==> src/rtl/pgdma_pkg.sv <==
// Shared types for the page-descriptor DMA engine.
// Assumes nothing beyond standard SystemVerilog packages.
package pgdma_pkg;

    // Page writer states: waiting for a page, moving beats, reporting the page.
    typedef enum logic [1:0] {
        WS_IDLE  = 2'd0,
        WS_XFER  = 2'd1,
        WS_CLOSE = 2'd2
    } wr_state_e;

endpackage

==> src/rtl/desc_fifo.sv <==
// Synchronous first-in first-out queue with an occupancy count.
// Pushes while full and pops while empty are ignored.
// The head entry is shown without a read delay.
// Assumes DEPTH is a power of two, at least 2.
module desc_fifo #(
    parameter int W     = 32,
    parameter int DEPTH = 16,
    localparam int PTR_W = $clog2(DEPTH),
    localparam int CNT_W = $clog2(DEPTH + 1)
) (
    input  logic             clk,
    input  logic             rst_n,
    input  logic             push,
    input  logic [W-1:0]     din,
    input  logic             pop,
    output logic [W-1:0]     dout,
    output logic             full,
    output logic             empty,
    output logic [CNT_W-1:0] count
);

    logic [W-1:0]     store [DEPTH];
    logic [PTR_W-1:0] wr_ptr;
    logic [PTR_W-1:0] rd_ptr;
    logic             do_push;
    logic             do_pop;

    assign full    = (count == CNT_W'(DEPTH));
    assign empty   = (count == '0);
    assign do_push = push && !full;
    assign do_pop  = pop && !empty;
    assign dout    = store[rd_ptr];

    // Pointer and count bookkeeping for accepted pushes and pops.
    always_ff @(posedge clk) begin
        if (!rst_n) begin
            wr_ptr <= '0;
            rd_ptr <= '0;
            count  <= '0;
        end else begin
            if (do_push) wr_ptr <= wr_ptr + 1'b1;
            if (do_pop)  rd_ptr <= rd_ptr + 1'b1;
            count <= count + CNT_W'(do_push) - CNT_W'(do_pop);
        end
    end

    // Entry storage; written only on accepted pushes.
    always_ff @(posedge clk) begin
        if (do_push) store[wr_ptr] <= din;
    end

endmodule

==> src/rtl/page_writer.sv <==
// Moves input beats into the current page and reports the page when it is
// full or when an end-of-event beat was written.
// A page is taken only when a beat is waiting.
// Assumes page bases are aligned to PAGE_BYTES, and that PAGE_BYTES is a
// multiple of the beat size.
module page_writer
    import pgdma_pkg::*;
#(
    parameter int ADDR_W     = 32,
    parameter int DATA_W     = 64,
    parameter int PAGE_BYTES = 4096,
    localparam int LEN_W      = $clog2(PAGE_BYTES) + 1,
    localparam int BEAT_BYTES = DATA_W / 8
) (
    input  logic              clk,
    input  logic              rst_n,
    input  logic              page_avail,
    input  logic [ADDR_W-1:0] page_addr,
    output logic              page_take,
    input  logic              in_valid,
    input  logic [DATA_W-1:0] in_data,
    input  logic              in_last,
    input  logic              in_err,
    output logic              in_ready,
    output logic              mem_valid,
    output logic [ADDR_W-1:0] mem_addr,
    output logic [DATA_W-1:0] mem_data,
    input  logic              mem_ready,
    input  logic              desc_space,
    output logic              desc_push,
    output logic [ADDR_W-1:0] desc_addr,
    output logic [LEN_W-1:0]  desc_len,
    output logic              desc_last,
    output logic              desc_err
);

    wr_state_e         state;
    logic [ADDR_W-1:0] base;
    logic [LEN_W-1:0]  offset;
    logic              err_acc;
    logic              last_q;
    logic              beat;
    logic              page_end;

    assign page_take = (state == WS_IDLE) && in_valid && page_avail;
    assign mem_valid = (state == WS_XFER) && in_valid;
    assign mem_addr  = base + ADDR_W'(offset);
    assign mem_data  = in_data;
    assign in_ready  = (state == WS_XFER) && mem_ready;
    assign beat      = mem_valid && mem_ready;
    assign page_end  = (offset + LEN_W'(BEAT_BYTES)) == LEN_W'(PAGE_BYTES);
    assign desc_push = (state == WS_CLOSE) && desc_space;
    assign desc_addr = base;
    assign desc_len  = offset;
    assign desc_last = last_q;
    assign desc_err  = err_acc;

    // Page state machine with byte offset and flag accumulation.
    always_ff @(posedge clk) begin
        if (!rst_n) begin
            state   <= WS_IDLE;
            base    <= '0;
            offset  <= '0;
            err_acc <= 1'b0;
            last_q  <= 1'b0;
        end else begin
            unique case (state)
                WS_IDLE: begin
                    if (page_take) begin
                        base    <= page_addr;
                        offset  <= '0;
                        err_acc <= 1'b0;
                        last_q  <= 1'b0;
                        state   <= WS_XFER;
                    end
                end
                WS_XFER: begin
                    if (beat) begin
                        offset  <= offset + LEN_W'(BEAT_BYTES);
                        err_acc <= err_acc | in_err;
                        last_q  <= in_last;
                        if (in_last || page_end) state <= WS_CLOSE;
                    end
                end
                WS_CLOSE: begin
                    if (desc_space) state <= WS_IDLE;
                end
                default: state <= WS_IDLE;
            endcase
        end
    end

endmodule

==> src/rtl/pgdesc_dma.sv <==
// Top level of the page-descriptor DMA engine.
// A free-page queue feeds the page writer, and the writer's completion
// records fill a ready queue that software drains.
// Assumes software pushes only PAGE_BYTES-aligned page bases.
module pgdesc_dma #(
    parameter int ADDR_W     = 32,
    parameter int DATA_W     = 64,
    parameter int PAGE_BYTES = 4096,
    parameter int FIFO_DEPTH = 16
) (
    input  logic                                clk,
    input  logic                                rst_n,
    input  logic                                free_push,
    input  logic [ADDR_W-1:0]                   free_addr,
    output logic [$clog2(FIFO_DEPTH+1)-1:0]     free_count,
    input  logic                                in_valid,
    input  logic [DATA_W-1:0]                   in_data,
    input  logic                                in_last,
    input  logic                                in_err,
    output logic                                in_ready,
    output logic                                mem_valid,
    output logic [ADDR_W-1:0]                   mem_addr,
    output logic [DATA_W-1:0]                   mem_data,
    input  logic                                mem_ready,
    output logic                                rdy_valid,
    output logic [ADDR_W-1:0]                   rdy_addr,
    output logic [$clog2(PAGE_BYTES):0]         rdy_len,
    output logic                                rdy_last,
    output logic                                rdy_err,
    input  logic                                rdy_pop,
    output logic [$clog2(FIFO_DEPTH+1)-1:0]     rdy_count
);

    localparam int LEN_W  = $clog2(PAGE_BYTES) + 1;
    localparam int DESC_W = ADDR_W + LEN_W + 2;

    logic [ADDR_W-1:0] page_addr;
    logic              free_full;
    logic              free_empty;
    logic              page_take;
    logic              desc_push;
    logic [ADDR_W-1:0] desc_addr;
    logic [LEN_W-1:0]  desc_len;
    logic              desc_last;
    logic              desc_err;
    logic              rdy_full;
    logic              rdy_empty;
    logic [DESC_W-1:0] desc_in;
    logic [DESC_W-1:0] desc_out;

    assign desc_in   = {desc_addr, desc_len, desc_last, desc_err};
    assign rdy_valid = !rdy_empty;
    assign {rdy_addr, rdy_len, rdy_last, rdy_err} = desc_out;

    // Queue of page bases supplied by software.
    desc_fifo #(.W(ADDR_W), .DEPTH(FIFO_DEPTH)) u_free (
        .clk   (clk),
        .rst_n (rst_n),
        .push  (free_push),
        .din   (free_addr),
        .pop   (page_take),
        .dout  (page_addr),
        .full  (free_full),
        .empty (free_empty),
        .count (free_count)
    );

    // Writes beats into the current page and closes it.
    page_writer #(
        .ADDR_W     (ADDR_W),
        .DATA_W     (DATA_W),
        .PAGE_BYTES (PAGE_BYTES)
    ) u_writer (
        .clk        (clk),
        .rst_n      (rst_n),
        .page_avail (!free_empty),
        .page_addr  (page_addr),
        .page_take  (page_take),
        .in_valid   (in_valid),
        .in_data    (in_data),
        .in_last    (in_last),
        .in_err     (in_err),
        .in_ready   (in_ready),
        .mem_valid  (mem_valid),
        .mem_addr   (mem_addr),
        .mem_data   (mem_data),
        .mem_ready  (mem_ready),
        .desc_space (!rdy_full),
        .desc_push  (desc_push),
        .desc_addr  (desc_addr),
        .desc_len   (desc_len),
        .desc_last  (desc_last),
        .desc_err   (desc_err)
    );

    // Queue of completion records for software.
    desc_fifo #(.W(DESC_W), .DEPTH(FIFO_DEPTH)) u_ready (
        .clk   (clk),
        .rst_n (rst_n),
        .push  (desc_push),
        .din   (desc_in),
        .pop   (rdy_pop),
        .dout  (desc_out),
        .full  (rdy_full),
        .empty (rdy_empty),
        .count (rdy_count)
    );

    // Unused in the default build, kept so the free-full state stays visible.
    logic unused_ok;
    assign unused_ok = free_full;

endmodule

==> config.mk <==
export PLATFORM = sky130hd
export DESIGN_NAME = pgdesc_dma
export DESIGN_NICKNAME = d
export VERILOG_FILES = /design/src/rtl/pgdma_pkg.sv /design/src/rtl/desc_fifo.sv /design/src/rtl/page_writer.sv /design/src/rtl/pgdesc_dma.sv
export SDC_FILE = /design/constraint.sdc
export NUM_CORES = 1
export LEC_CHECK = 0
export ABC_AREA = 1
export BUFFER_PORTS_ARGS = -buffer_cell sky130_fd_sc_hd__buf_2
export CORE_AREA = 2 2 329 331
export CTS_CLUSTER_SIZE = 8
export DETAILED_ROUTE_END_ITERATION = 8
export DIE_AREA = 0 0 331 333
export PLACE_DENSITY = 0.78
export SLEW_MARGIN = 30
export SYNTH_ARGS = -nofsm -noshare
export SYNTH_HDL_FRONTEND = slang
export SYNTH_SLANG_ARGS = --single-unit
==> constraint.sdc <==
create_clock -name clk -period 3.55 [get_ports clk]
set_input_delay 0.71 -clock clk [delete_from_list [all_inputs] [get_ports clk]]
set_output_delay 0.71 -clock clk [all_outputs]
set_load 0.01 [all_outputs]
==> results.sh <==
export IMPL_drc_errors=1
export IMPL_grt_max_degree=195
export IMPL_clk_path_buf_depth=3
export IMPL_antenna_found_initial=13
export IMPL_rows=120
export IMPL_ant_nets=0
export IMPL_yosysUniqueCellTypes=37
export IMPL_worst_path_largest_cell_delay_ns=0.39
export IMPL_max_freq_mhz=285.2
export IMPL_syn_inst=4059
export IMPL_area_delta_synth_final_pct=14.25
export IMPL_track_usage=0.2480
export IMPL_final_cell_count_no_fill=5660
export IMPL_firstDrtPassIters=9
export IMPL_io_buffers=128
export IMPL_status="finished, violations left"
export IMPL_cts_buffers=179
export IMPL_arrival_ns=2.80
export IMPL_critPathLaunch="u_writer.desc_addr[6]$_SDFFE_PN0P_"
export IMPL_clkTransAtPathRegs_ns=0.05
export IMPL_drt_wl_total_mm=137.6
export IMPL_hold_viol_final=0
export IMPL_ioPinCount=260
export IMPL_drive_gt1_frac=0.1192
export IMPL_grt_pass1_wl_mm=204.4
export IMPL_min_from="in_last"
export IMPL_worst_pin_slew_ns=1.027
export IMPL_fin_area_um2=60560
export IMPL_grt_pass1_vias=33703
export IMPL_final_nets=4321
export IMPL_crit_family="compound AO/OA/AOI/OAI gates"
export IMPL_syn_area_per_cell_um2=13.06
export IMPL_worst_setup_path_type="reg -> out"
export IMPL_violations="design-rule violations"
export IMPL_final_common_cell="edfxtp_1"
export IMPL_layout_common_cells="edfxtp_1, o21ai_0, nor2_1, o211ai_1, inv_1"
export IMPL_path_cells="ha_1 -> a21oi_1 -> o21ai_1 -> a21oi_1 -> o21ai_0 -> xor2_1 -> buf_4"
export IMPL_critPathSlowestCell="xor2_1"
export IMPL_p_leak_nw=20.84
export IMPL_clock_latency_ns=0.76
export IMPL_die_h_um=333
export IMPL_crit_required_ns=2.84
export IMPL_drtIter0Drc=4775
export IMPL_finalSetupViolCount=0
export IMPL_ys_ff_latch=1292
export IMPL_synth_area_um2=53000
export IMPL_cp_end_kind="output pin"
export IMPL_period_needed_ns=3.506
export IMPL_ys_warn_count=0
export IMPL_max_cap_violations=0
export IMPL_cts_tree="done"
export IMPL_slew_headroom=0.3153
export IMPL_finClkSkew_ns=0.03871
export IMPL_clock_sinks=1292
export IMPL_cp_max_fo=5
export IMPL_vias=34238
export IMPL_dieWidth_um=331
export IMPL_gp_congestion=0.8750
export IMPL_fin_crit_sh=0.9877
export IMPL_dp_hpwl_mm=73.54
export IMPL_slew_violations=0
export IMPL_cp_num_buf_inv=1
export IMPL_dp_cells=5402
export IMPL_seq_area_frac_synth=0.7176
export IMPL_start_util=0.4972
export IMPL_root_buffer="clkbuf_16"
export IMPL_placed_area_um2=55530
export IMPL_reg2reg_from="u_free.count[3]$_SDFF_PN0_"
export IMPL_start_kind="register"
export IMPL_cts_hold_fix_buffers=0
export IMPL_crit_top_cell="a21oi_1"
export IMPL_hold_class="in -> reg"
export IMPL_htreeDepth=4
export IMPL_overflow=0
export IMPL_power_per_cell_area_nw_per_um2=722.0
export IMPL_via_per_inst=6.049
export IMPL_design_core_area_um2=106600
export IMPL_post_drt_wl_per_cell_um=24.31
export IMPL_ir_drop_v=0.0005704
export IMPL_die_area_um2=110200
==> routing by layer <==
| metal | wire length [um] | part of all wire | GRT usage |
|---|---|---|---|
| met2 | 65400 | 0.48 | 0.3917 |
| met4 | 5714 | 0.042 | 0.1117 |
| met1 | 51060 | 0.37 | 0.3265 |
| met3 | 15370 | 0.11 | 0.05875 |
| met5 | 76 | 0.00055 | 0 |
==> worst paths after layout <==
path	to	slack, ns	cells past startpoint
max	mem_addr[11]	0.04	7
min reg2reg	u_free.rd_ptr[2]$_SDFFE_PN0P_	0.46	2
max reg2reg	u_free.store[0][17]$_DFFE_PP_	0.78	8
min	u_writer.desc_last$_SDFFE_PN0P_	0.24	3
==> worst reg2reg max path: stages (launching register included) <==
cell and delay, ns:
dfxtp_1 0.36, inv_1 0.07, ha_1 0.19, nand4_1 0.09, nand2_1 0.17, inv_1 0.29, nand2_1 0.31, nor2_4 0.59
buf_4 0.37
==> report_power, final <==
part | internal (mW) | switching, mW | total [mW]
registers | 18.0 | 0.488 | 18.5
logic | 3.14 | 6.86 | 10.0
clock network | 9.26 | 5.99 | 15.2
total | 30.4 | 13.3 | 43.7
==> cells by family after synthesis <==
group | share of synthesized area
buf+inv | 0.05326
other cells | 0.00007075
mux | 0.03324
simple gates | 0.06461
compound gates | 0.1171
flops | 0.7176
fa+ha+maj | 0.008782
xor+xnor | 0.005288
==> metrics by stage <==
step	setup WS (ns)	setup TNS, ns	total power, mW	utilization	hold slack (ns)
5_1_grt	-0.04060	-0.09482	45.41	0.5681	0.2317
3_5_place_dp	0.4109	0	28.48	0.5209	0.4545
2_1_floorplan	0.1264	0	24.93	-	0.4566
6_report	0.04353	0	43.72	0.5681	0.2449
3_3_place_gp	0.4981	0	28.15	0.5209	0.4483
4_1_cts	0.001259	0	43.70	0.5675	0.2026
==> area by class of cell <==
type	instances	area, um2
clock buffer	245	4812
inverter	298	1130
multi-input combinational	2158	12450
tap	1403	1755
sequential	1292	38060
timing repair buffer	252	2203
fill	8006	46050
antenna	2	5.005
clock inverter	10	136.4
==> Yosys cell counts <==
library cell / n / area [um2]
inv_1: 295 / 1107
fa_1: 2 / 40.04
mux2i_1: 176 / 1762
nor4_1: 5 / 31.28
inv_2: 1 / 3.750
nand3b_1: 2 / 15.01
nor2_1: 479 / 1798
a21o_1: 3 / 22.52
o21a_1: 2 / 15.01
buf_2: 67 / 335.3
o21bai_1: 3 / 22.52
nand4_1: 9 / 56.30
nand3_1: 160 / 800.8
nor3_1: 4 / 20.02
conb_1: 1 / 3.750
dfxtp_1: 76 / 1521
o21ai_0: 478 / 2392
xor2_1: 25 / 219.0
clkinv_1: 2 / 7.510
buf_4: 89 / 668.1
o22ai_1: 1 / 6.260
a211oi_1: 3 / 22.52
a31oi_1: 2 / 12.51
ha_1: 34 / 425.4
xnor2_1: 7 / 61.31
o211ai_1: 336 / 2522
clkbuf_2: 8 / 40.04
or2_2: 2 / 12.51
edfxtp_1: 1216 / 36520
buf_6: 13 / 146.4
clkbuf_1: 124 / 465.5
a21oi_2: 1 / 8.760
a21boi_0: 1 / 7.510
o21ai_1: 23 / 115.1
nand2_1: 184 / 690.7
a21oi_1: 212 / 1061
buf_1: 13 / 48.80
==> registers in the layout, summed over array words and instances (netlist names), named ones only <==
name                count
u_writer.desc_addr     32
u_free.count            5
u_ready.count           5
u_writer.desc_err       1
u_ready.wr_ptr          4
u_writer.desc_len      10
u_writer.desc_last      1
u_free.wr_ptr           4
u_ready.store         704
u_free.rd_ptr           4
u_ready.rd_ptr          4
u_writer.state          2
u_free.store          512
==> repair_timing <==
action / 4_1_cts / 5_1_grt
setup buffers: 0 / 1
endpoints found under the setup margin: 21 / 28
pin swaps: 1 / 0
gates resized for setup: 7 / 13
(Power assumes the default switching activity.)
